File: config.mk
export PLATFORM = sky130hd
export DESIGN_NAME = flash_cmd_front
export DESIGN_NICKNAME = d
export VERILOG_FILES = /design/src/rtl/flash_cmd_pkg.sv /design/src/rtl/flash_in_sync.sv /design/src/rtl/flash_wsm.sv /design/src/rtl/flash_out_mux.sv /design/src/rtl/flash_cmd_front.sv
export SDC_FILE = /design/constraint.sdc
export NUM_CORES = 1
export LEC_CHECK = 0
export ABC_AREA = 1
export BUFFER_PORTS_ARGS = -buffer_cell sky130_fd_sc_hd__buf_2
export CORE_ASPECT_RATIO = 0.7
export CORE_MARGIN = 4
export CORE_UTILIZATION = 45
export DETAILED_ROUTE_END_ITERATION = 6
export GPL_TIMING_DRIVEN = 0
export PLACE_DENSITY = 0.68
export SETUP_SLACK_MARGIN = 0.1
export SKIP_CTS_REPAIR_TIMING = 1
export SLEW_MARGIN = 20
export SYNTH_ARGS = -nofsm -noshare
export SYNTH_HDL_FRONTEND = slang
export SYNTH_SLANG_ARGS = --single-unit
File: constraint.sdc
create_clock -name clk -period 2.8 [get_ports clk]
set_input_delay 0.56 -clock clk [delete_from_list [all_inputs] [get_ports clk]]
set_output_delay 0.56 -clock clk [all_outputs]
set_load 0.05 [all_outputs]
File: src/rtl/flash_cmd_pkg.sv
// Package: shared command codes and state types for the flash command front end.
// Assumes 8-bit command bytes carried in the low byte of the data bus.
package flash_cmd_pkg;
    localparam logic [7:0] CMD_READ_ARRAY = 8'hFF;
    localparam logic [7:0] CMD_READ_ID    = 8'h90;
    localparam logic [7:0] CMD_READ_SR    = 8'h70;
    localparam logic [7:0] CMD_CLEAR_SR   = 8'h50;
    localparam logic [7:0] CMD_PROG_SETUP = 8'h40;
    localparam logic [7:0] CMD_ERASE_SET  = 8'h20;
    localparam logic [7:0] CMD_ERASE_GO   = 8'hD0;

    typedef enum logic [1:0] {
        MODE_ARRAY  = 2'd0,
        MODE_ID     = 2'd1,
        MODE_STATUS = 2'd2
    } rd_mode_t;

    typedef enum logic [1:0] {
        WS_IDLE   = 2'd0,
        WS_PSETUP = 2'd1,
        WS_ESETUP = 2'd2,
        WS_BUSY   = 2'd3
    } wsm_state_t;
endpackage

File: src/rtl/flash_in_sync.sv
// Two-flop synchroniser for a bundle of asynchronous inputs.
// Assumes multi-bit buses are stable while sampled (bus timing guarantees it).
module flash_in_sync #(
    parameter int          W         = 1,
    parameter logic [W-1:0] RST_VALUE = '0
) (
    input  logic         clk,
    input  logic         rst_n,
    input  logic [W-1:0] d_async,
    output logic [W-1:0] d_sync
);
    logic [W-1:0] stage1;

    // Two register stages into the clock domain, reset to the idle level.
    always_ff @(posedge clk) begin
        if (!rst_n) begin
            stage1 <= RST_VALUE;
            d_sync <= RST_VALUE;
        end else begin
            stage1 <= d_async;
            d_sync <= stage1;
        end
    end
endmodule

File: src/rtl/flash_wsm.sv
// Command decoder and write state machine. Detects bus writes on the rising
// synchronised we edge, runs program/erase two-cycle sequences, applies
// protection and lockout, and keeps the status register.
// Assumes all inputs are already synchronised to clk.
module flash_wsm
    import flash_cmd_pkg::*;
#(
    parameter int AW          = 12,
    parameter int DW          = 8,
    parameter int BLK_SHIFT   = 8,
    parameter int LOCK_BLOCKS = 2
) (
    input  logic          clk,
    input  logic          rst_n,
    input  logic          rp_s,
    input  logic          ce_s,
    input  logic          we_s,
    input  logic          wp_s,
    input  logic          vpp_s,
    input  logic [AW-1:0] addr_s,
    input  logic [DW-1:0] data_s,
    input  logic          arr_ack,
    output logic          arr_req,
    output logic          arr_erase,
    output logic [AW-1:0] arr_addr,
    output logic [DW-1:0] arr_wdata,
    output rd_mode_t      mode,
    output logic [7:0]    sr
);
    localparam int BW = AW - BLK_SHIFT;
    localparam logic [BW-1:0] LOCK_LIM = BW'(LOCK_BLOCKS);

    wsm_state_t    state;
    logic          we_q;
    logic [AW-1:0] lat_a;
    logic [DW-1:0] lat_d;
    logic          e1, e3, e4, e5;
    logic          wr_stb;
    logic          locked;
    logic [7:0]    cmd;

    assign wr_stb = we_s && !we_q && !ce_s;
    assign cmd    = lat_d[7:0];
    assign locked = !wp_s && (lat_a[AW-1:BLK_SHIFT] < LOCK_LIM);

    // Sequencer, mode and error-bit update; rp low acts as a second reset.
    always_ff @(posedge clk) begin
        if (!rst_n || !rp_s) begin
            state     <= WS_IDLE;
            mode      <= MODE_ARRAY;
            we_q      <= 1'b1;
            lat_a     <= '0;
            lat_d     <= '0;
            arr_addr  <= '0;
            arr_wdata <= '0;
            arr_erase <= 1'b0;
            {e1, e3, e4, e5} <= 4'b0;
        end else begin
            we_q <= we_s;
            if (!we_s && !ce_s) begin
                lat_a <= addr_s;
                lat_d <= data_s;
            end
            case (state)
                WS_IDLE: if (wr_stb) begin
                    case (cmd)
                        CMD_READ_ARRAY: mode <= MODE_ARRAY;
                        CMD_READ_ID:    mode <= MODE_ID;
                        CMD_READ_SR:    mode <= MODE_STATUS;
                        CMD_CLEAR_SR:   {e1, e3, e4, e5} <= 4'b0;
                        CMD_PROG_SETUP: begin
                            state <= WS_PSETUP;
                            mode  <= MODE_STATUS;
                        end
                        CMD_ERASE_SET: begin
                            state <= WS_ESETUP;
                            mode  <= MODE_STATUS;
                        end
                        default: ;
                    endcase
                end
                WS_PSETUP: if (wr_stb) begin
                    arr_addr  <= lat_a;
                    arr_wdata <= lat_d;
                    arr_erase <= 1'b0;
                    if (vpp_s) begin
                        e3 <= 1'b1; e4 <= 1'b1; state <= WS_IDLE;
                    end else if (locked) begin
                        e1 <= 1'b1; e4 <= 1'b1; state <= WS_IDLE;
                    end else begin
                        state <= WS_BUSY;
                    end
                end
                WS_ESETUP: if (wr_stb) begin
                    if (cmd != CMD_ERASE_GO) begin
                        e4 <= 1'b1; e5 <= 1'b1;
                        mode  <= MODE_ARRAY;
                        state <= WS_IDLE;
                    end else begin
                        arr_addr  <= lat_a;
                        arr_erase <= 1'b1;
                        if (vpp_s) begin
                            e3 <= 1'b1; e5 <= 1'b1; state <= WS_IDLE;
                        end else if (locked) begin
                            e1 <= 1'b1; e5 <= 1'b1; state <= WS_IDLE;
                        end else begin
                            state <= WS_BUSY;
                        end
                    end
                end
                WS_BUSY: if (arr_ack) state <= WS_IDLE;
                default: state <= WS_IDLE;
            endcase
        end
    end

    assign arr_req = (state == WS_BUSY);
    assign sr      = {state != WS_BUSY, 1'b0, e5, e4, e3, 1'b0, e1, 1'b0};
endmodule

File: src/rtl/flash_out_mux.sv
// Read-data source select and bus drive enable.
// Assumes identifier reads decode only address bit 0.
module flash_out_mux
    import flash_cmd_pkg::*;
#(
    parameter int          DW     = 8,
    parameter logic [DW-1:0] MFR_ID = 8'h5C,
    parameter logic [DW-1:0] DEV_ID = 8'hC3
) (
    input  rd_mode_t      mode,
    input  logic          rp_s,
    input  logic          ce_s,
    input  logic          oe_s,
    input  logic          a0_s,
    input  logic [DW-1:0] rd_data,
    input  logic [7:0]    sr,
    output logic [DW-1:0] dq_out,
    output logic          dq_oe
);
    // Pick the source for the current read mode.
    always_comb begin
        case (mode)
            MODE_ID:     dq_out = a0_s ? DEV_ID : MFR_ID;
            MODE_STATUS: dq_out = DW'(sr);
            default:     dq_out = rd_data;
        endcase
    end

    assign dq_oe = rp_s && !ce_s && !oe_s;
endmodule

File: src/rtl/flash_cmd_front.sv
// Top of the flash command front end: synchronisers, write state machine
// and output select. The array sits behind rd_addr/rd_data for reads and
// arr_req/arr_ack for program and erase.
module flash_cmd_front #(
    parameter int AW          = 12,
    parameter int DW          = 8,
    parameter int BLK_SHIFT   = 8,
    parameter int LOCK_BLOCKS = 2,
    parameter logic [DW-1:0] MFR_ID = 8'h5C,
    parameter logic [DW-1:0] DEV_ID = 8'hC3
) (
    input  logic          clk,
    input  logic          rst_n,
    input  logic          ce_n,
    input  logic          oe_n,
    input  logic          we_n,
    input  logic          rp_n,
    input  logic          wp_n,
    input  logic          vpp_low,
    input  logic [AW-1:0] addr,
    input  logic [DW-1:0] dq_in,
    output logic [DW-1:0] dq_out,
    output logic          dq_oe,
    output logic [AW-1:0] rd_addr,
    input  logic [DW-1:0] rd_data,
    output logic          arr_req,
    output logic          arr_erase,
    output logic [AW-1:0] arr_addr,
    output logic [DW-1:0] arr_wdata,
    input  logic          arr_ack
);
    import flash_cmd_pkg::*;

    logic          ce_s, oe_s, we_s, rp_s, wp_s, vpp_s;
    logic [AW-1:0] addr_s;
    logic [DW-1:0] data_s;
    rd_mode_t      mode;
    logic [7:0]    sr;

    flash_in_sync #(.W(6), .RST_VALUE(6'b110111)) ctl_sync_i (
        .clk(clk), .rst_n(rst_n),
        .d_async({vpp_low, wp_n, rp_n, we_n, oe_n, ce_n}),
        .d_sync ({vpp_s, wp_s, rp_s, we_s, oe_s, ce_s})
    );

    flash_in_sync #(.W(AW + DW), .RST_VALUE('0)) bus_sync_i (
        .clk(clk), .rst_n(rst_n),
        .d_async({addr, dq_in}),
        .d_sync ({addr_s, data_s})
    );

    flash_wsm #(.AW(AW), .DW(DW), .BLK_SHIFT(BLK_SHIFT), .LOCK_BLOCKS(LOCK_BLOCKS)) wsm_i (
        .clk(clk), .rst_n(rst_n), .rp_s(rp_s), .ce_s(ce_s), .we_s(we_s),
        .wp_s(wp_s), .vpp_s(vpp_s), .addr_s(addr_s), .data_s(data_s),
        .arr_ack(arr_ack), .arr_req(arr_req), .arr_erase(arr_erase),
        .arr_addr(arr_addr), .arr_wdata(arr_wdata), .mode(mode), .sr(sr)
    );

    flash_out_mux #(.DW(DW), .MFR_ID(MFR_ID), .DEV_ID(DEV_ID)) out_i (
        .mode(mode), .rp_s(rp_s), .ce_s(ce_s), .oe_s(oe_s), .a0_s(addr_s[0]),
        .rd_data(rd_data), .sr(sr), .dq_out(dq_out), .dq_oe(dq_oe)
    );

    assign rd_addr = addr_s;
endmodule

---- After elaboration in Yosys (flattened, before gate mapping) ----
Index checks and enable logic that the tools add are counted.
storage, ports and cells
  flip-flop bits (word level) ............. 102
  input port bits ......................... 37
  output and inout bits ................... 43
  word-level logic and storage cells ...... 113
cells by class
  order comparisons ....................... 1
  eq/ne operators ......................... 24
  multiplexer cells ....................... 46
  reductions and logical operators ........ 26
operators by type and width
  cell                                                count
  two-way mux 12 bit                                  3
  == test 8 x 7 -> 1 bit, second input constant       3
  one-hot mux 12 bit (2 select lines)                 1
  two-way mux 1 bit                                   21
  two-way mux 2 bit                                   10
  == test 8 bit, second input constant                2
  one-hot mux 8 bit (2 select lines)                  1
  AND reduction 5 bit                                 3
  != test 2 x 1 -> 1 bit, second input constant       5
  one-hot mux 1 bit (3 select lines)                  3
  == test 8 x 6 -> 1 bit, second input constant       1
  two-way mux 8 bit                                   1
  != test 8 bit, second input constant                1
  one-hot mux 2 bit (2 select lines)                  2
  one-hot mux 2 bit (4 select lines)                  1
  logical NOT 1 bit                                   7
  AND reduction 7 bit                                 1
  == test 2 bit, second input constant                3
  logical AND 1 bit                                   6
  != test 2 bit, second input constant                3
  one-hot mux 2 bit (3 select lines)                  1
  AND reduction 6 bit                                 1
  == test 2 x 1 -> 1 bit, second input constant       2
  < comparator 4 x 2 -> 1 bit, second input constant  1
  other kinds (12)                                    14

---- Logic depth before layout (Yosys ltp) ----
  depth after elaboration ................. 7
  mapped depth ............................ 11
  gate-level depth less buffers ........... 11

---- Modules after synthesis ----
From an unflattened synthesis, not the netlist that was laid out.
second synthesis, totals
  cells, all modules ...................... 505
  area total of the unflattened synthesis .. 3932.5 um2
modules (own cells, without submodules)
  module                      instances  cells each  area an instance (um2)  sequential area each (um2)
  flash_wsm                   1          307         2187.1                  1001.0
  flash_in_sync (bus_sync_i)  1          124         1146.1                  800.8
  flash_in_sync (ctl_sync_i)  1          37          341.6                   240.2
  flash_out_mux               1          37          257.7                   0.0

---- Worst setup path after synthesis ----
No wires, ideal clock.
  path kind ............................... register to output
  start ................................... register wsm_i.mode[0]
  end ..................................... output port dq_out[0]
  arrival ................................. 1848 ps
  required time ........................... 2240 ps
  path slack .............................. 392 ps
  cell stages (with the launch flop) ...... 4
  path buffers ............................ 0
  path through ............................ dfxtp_1 inv_1 ha_1 o21ai_0
on the way
  cells in the longest elaborated chain, start to end .. 2
  elaborated cells on any way between the ends .. 3
  classes of those cells .................. eq/ne (2); mux (1)
RTL lines
  item                                                            line                   text
  from (decl)                                                     flash_wsm.sv:27        output rd_mode_t mode,
  from (signal assigned)                                          flash_wsm.sv:50        mode <= MODE_ARRAY;
  from (signal assigned)                                          flash_wsm.sv:67        CMD_READ_ARRAY: mode <= MODE_ARRAY;
  from (signal assigned)                                          flash_wsm.sv:68        CMD_READ_ID: mode <= MODE_ID;
  == test 2 bit / == test 2 x 1 -> 1 bit (equally long branches)  flash_out_mux.sv:22    case (mode)
  one-hot mux 8 bit (2 select lines) *                            flash_out_mux.sv:22
  to (decl)                                                       flash_cmd_front.sv:22  output logic [DW-1:0] dq_out,
Mark *: on every way between the ends. The rest lies on a longest branch, timed or not.

---- Final worst setup path ----
  start ................................... register wsm_i.mode[0]
  end ..................................... output port dq_out[1]
The elaborated chain is that of the path after synthesis.

==> flow_metrics.py <==
metrics = {
    "logic_synthesis": {
        "synth_largest_type_area_fraction_pct": 52.8,
        "synth_top_area_cell": "dfxtp_1",
        "syn_area_per_cell_um2": 7.65,
        "synth.most_common_cell": "nand2_1",
        "synthArstFlopShare_pct": 0,
        "synth_area_um2": 3870,
        "synth_cells": 506,
        "seq_area_frac_synth_pct": 52.8,
        "netlist_top_cells_area": "dfxtp_1 53%, nand2_1 12%, inv_1 7.6%",
        "ys_top_cells_by_count": "123 x nand2_1, 102 x dfxtp_1, 78 x inv_1",
        "synth_flop_cell": "dfxtp_1",
        "synth_edf_count": 0,
        "synth_seq_cells": 102,
        "syn_nets": 550,
        "ys_types": 27,
        "yosys_warnings": 0,
    },
    "routing": {
        "avgRoutedWirePerCell_um": 11.9,
        "drc": 0,
        "drt_iter0_markers": 169,
        "vias": 3196,
        "via_per_inst": 4.56,
        "dr.pass1.iters": 4,
        "finalWirelength_mm": 8.34,
        "ant_nets": 0,
    },
    "global_route": {
        "track_usage_pct": 17.1,
        "grt_pass1_wl_mm": 14.2,
        "grt_max_degree": 19,
        "antenna_found_initial": 0,
        "grt_pass1_vias": 3039,
        "overflow": 0,
    },
    "layout": {
        "drive_gt1_share_pct": 20.3,
        "ff_latch_area_um2": 2040,
        "multi_input_area_um2": 1340,
        "fillers": 777,
        "antenna_cells": 0,
        "fin_nets": 639,
        "area_growth_pct": 20.7,
        "final_cell_area_um2": 4670,
    },
    "run": {
        "maxCapViolations": 0,
    },
    "setup_path": {
        "critPathKind": "reg -> out",
        "reg2reg_from": "wsm_i.state[0]",
        "rrSetupSlack_ns": 0.85,
        "cpMaxStageDelayCell": "ha_1",
        "rr_worst_depth": 11,
        "worst_path_largest_cell_delay_ns": 0.37,
        "crit_path_cell_trace": "inv_1, ha_1, inv_1, nor2_1, a31oi_1, buf_2",
        "cp_common_cell": "inv_1",
        "arrival_ns": 1.78,
        "cp_max_fo": 8,
        "cp.depth": 6,
        "required_ns": 2.24,
        "startpoint": "wsm_i.mode[0]",
        "startpoint_type": "flop",
        "cp_num_buf_inv": 3,
        "timing.rr.end": "wsm_i.arr_addr[5]",
        "crit_family": "buffers and inverters",
        "cp-end-kind": "primary output",
        "crit_end": "dq_out[1]",
    },
    "status": {
        "status": "finished, final reports clean",
    },
    "cts": {
        "clk_pin_slew_worst_paths_ns": 0.07,
        "clock-sinks": 102,
        "cts_root_buf": "clkbuf_16",
        "cts_buffer_depth": 2,
        "cts_tree": "done",
        "cts_buffers": 9,
        "insertion_delay_ns": 0.33,
        "htree_levels": 3,
    },
    "timing": {
        "worst_slew_pin_slew_ns": 0.517,
        "slew_viol_final": 0,
        "timing_hold_violations_final": 0,
        "setup-tns-final_ns": 0,
        "fmax_mhz": 428,
        "min_period_ns": 2.34,
        "setup_slack_ns": 0.465,
        "timing.final.crit_share_pct": 83.4,
        "clock_skew_ns": 0.0109,
        "relSlewSlack_pct": 65.5,
        "rsz0062_at_grt": "false",
        "setup_violations": 0,
    },
    "place": {
        "post_dp_cell_area_um2": 4390,
        "numPortBuffers": 78,
        "place.gp.congestion": 0.878,
        "dp_slack_ns": 0.730,
        "place_hpwl_mm": 6.50,
    },
    "pwr": {
        "power.leakage_nw": 2.45,
        "power_density_nw_per_um2": 601,
        "vdd_ir_drop_max_mv": 0.361,
    },
    "die": {
        "num_rows": 27,
        "core_area_um2": 8110,
        "floorplan.initialDensity_pct": 47.7,
        "die_w_um": 119,
        "die_y_um": 85.6,
        "die-area_um2": 10200,
        "ioPinCount": 80,
    },
    "min_path": {
        "worstHoldPathType": "in -> reg",
    },
}
worst min path at each step:
| stage | from | endpoint | depth (start not counted) |
|---|---|---|---|
| floorplan | ctl_sync_i.stage1[0] | ctl_sync_i.d_sync[0] | 2 |
| global placement | ctl_sync_i.stage1[1] | ctl_sync_i.d_sync[1] | 2 |
| detailed placement | bus_sync_i.stage1[13] | bus_sync_i.d_sync[13] | 2 |
| CTS | wp_n | ctl_sync_i.stage1[4] | 3 |
| global route | addr[6] | bus_sync_i.stage1[14] | 3 |
| finish | vpp_low | ctl_sync_i.stage1[5] | 3 |
cell type report:
cell class | instances | share of cell area (%)
Timing Repair Buffer | 78 | 8.36
Sequential cell | 102 | 43.7
Tap cell | 101 | 2.71
Multi-Input combinational cell | 290 | 28.7
Clock buffer | 10 | 4.90
Buffer | 29 | 3.59
Inverter | 85 | 6.83
Clock inverter | 6 | 1.15
through the flow:
stage | power, mW | hold WS, ns | instances | util, %
floorplan | 1.63 | 0.380 | 506 | -
global placement | 1.68 | 0.383 | 685 | 54.1
detailed placement | 1.68 | 0.395 | 685 | 54.1
CTS | 2.83 | 0.382 | 701 | 57.6
global route | 2.91 | 0.400 | 701 | 57.6
finish | 2.81 | 0.395 | 701 | 57.6
report_power, final:
group          total (mW)  leakage, nW  internal (mW)  switching [mW]
logic               0.152         1.48         0.0520          0.0999
clock network        1.16        0.136          0.618           0.537
registers            1.50        0.833           1.49          0.0123
sequential cells by signal, summed over array words and instances (netlist names):
name and cells:
wsm_i.arr_wdata 8, wsm_i.lat_a 12, wsm_i.e5 1, ctl_sync_i.d_sync 6, wsm_i.e4 1, wsm_i.arr_erase 1
wsm_i.mode 2, wsm_i.we_q 1, wsm_i.e1 1, wsm_i.arr_addr 12, bus_sync_i.stage1 20, bus_sync_i.d_sync 20
wsm_i.state 2, wsm_i.e3 1, ctl_sync_i.stage1 6, wsm_i.cmd 8
cells by family after synthesis:
logic type / synth area share, %
DFF: 52.8
adders and majority gates: 2.26
AOI/OAI and AO/OA: 10.3
and+or+nand+nor: 22.1
buffers and inverters: 12.6
worst register-to-register path, delay by kind of cell, from the launching register on:
| family | cells | cell delay (ns) |
|---|---|---|
| adders and majority gates | 1 | 0.32 |
| and+or+nand+nor | 4 | 0.36 |
| AOI/OAI and AO/OA | 2 | 0.25 |
| DFF | 1 | 0.40 |
| buffers and inverters | 4 | 0.48 |
cell usage in the layout (no fill, tap or decap), types with 3 or more instances in the layout:
cell type / count
nor2_1: 51
nand2_2: 3
inv_1: 78
buf_2: 80
clkbuf_1: 13
inv_2: 5
nand3_1: 22
dfxtp_1: 102
buf_4: 13
a211oi_1: 3
o21ai_0: 24
clkbuf_16: 9
nand4_1: 3
nand2_1: 123
ha_1: 7
a21oi_1: 44
metal layers:
layer	vias up	GRT usage [%]	wire length (um)
li1	1709	-	-
met1	1385	22.9	4090
met5	-	0	0
met3	10	3.96	476
met2	92	27.5	3680
met4	0	6.10	93
No activity file was read; power rests on OpenSTA's default activity.
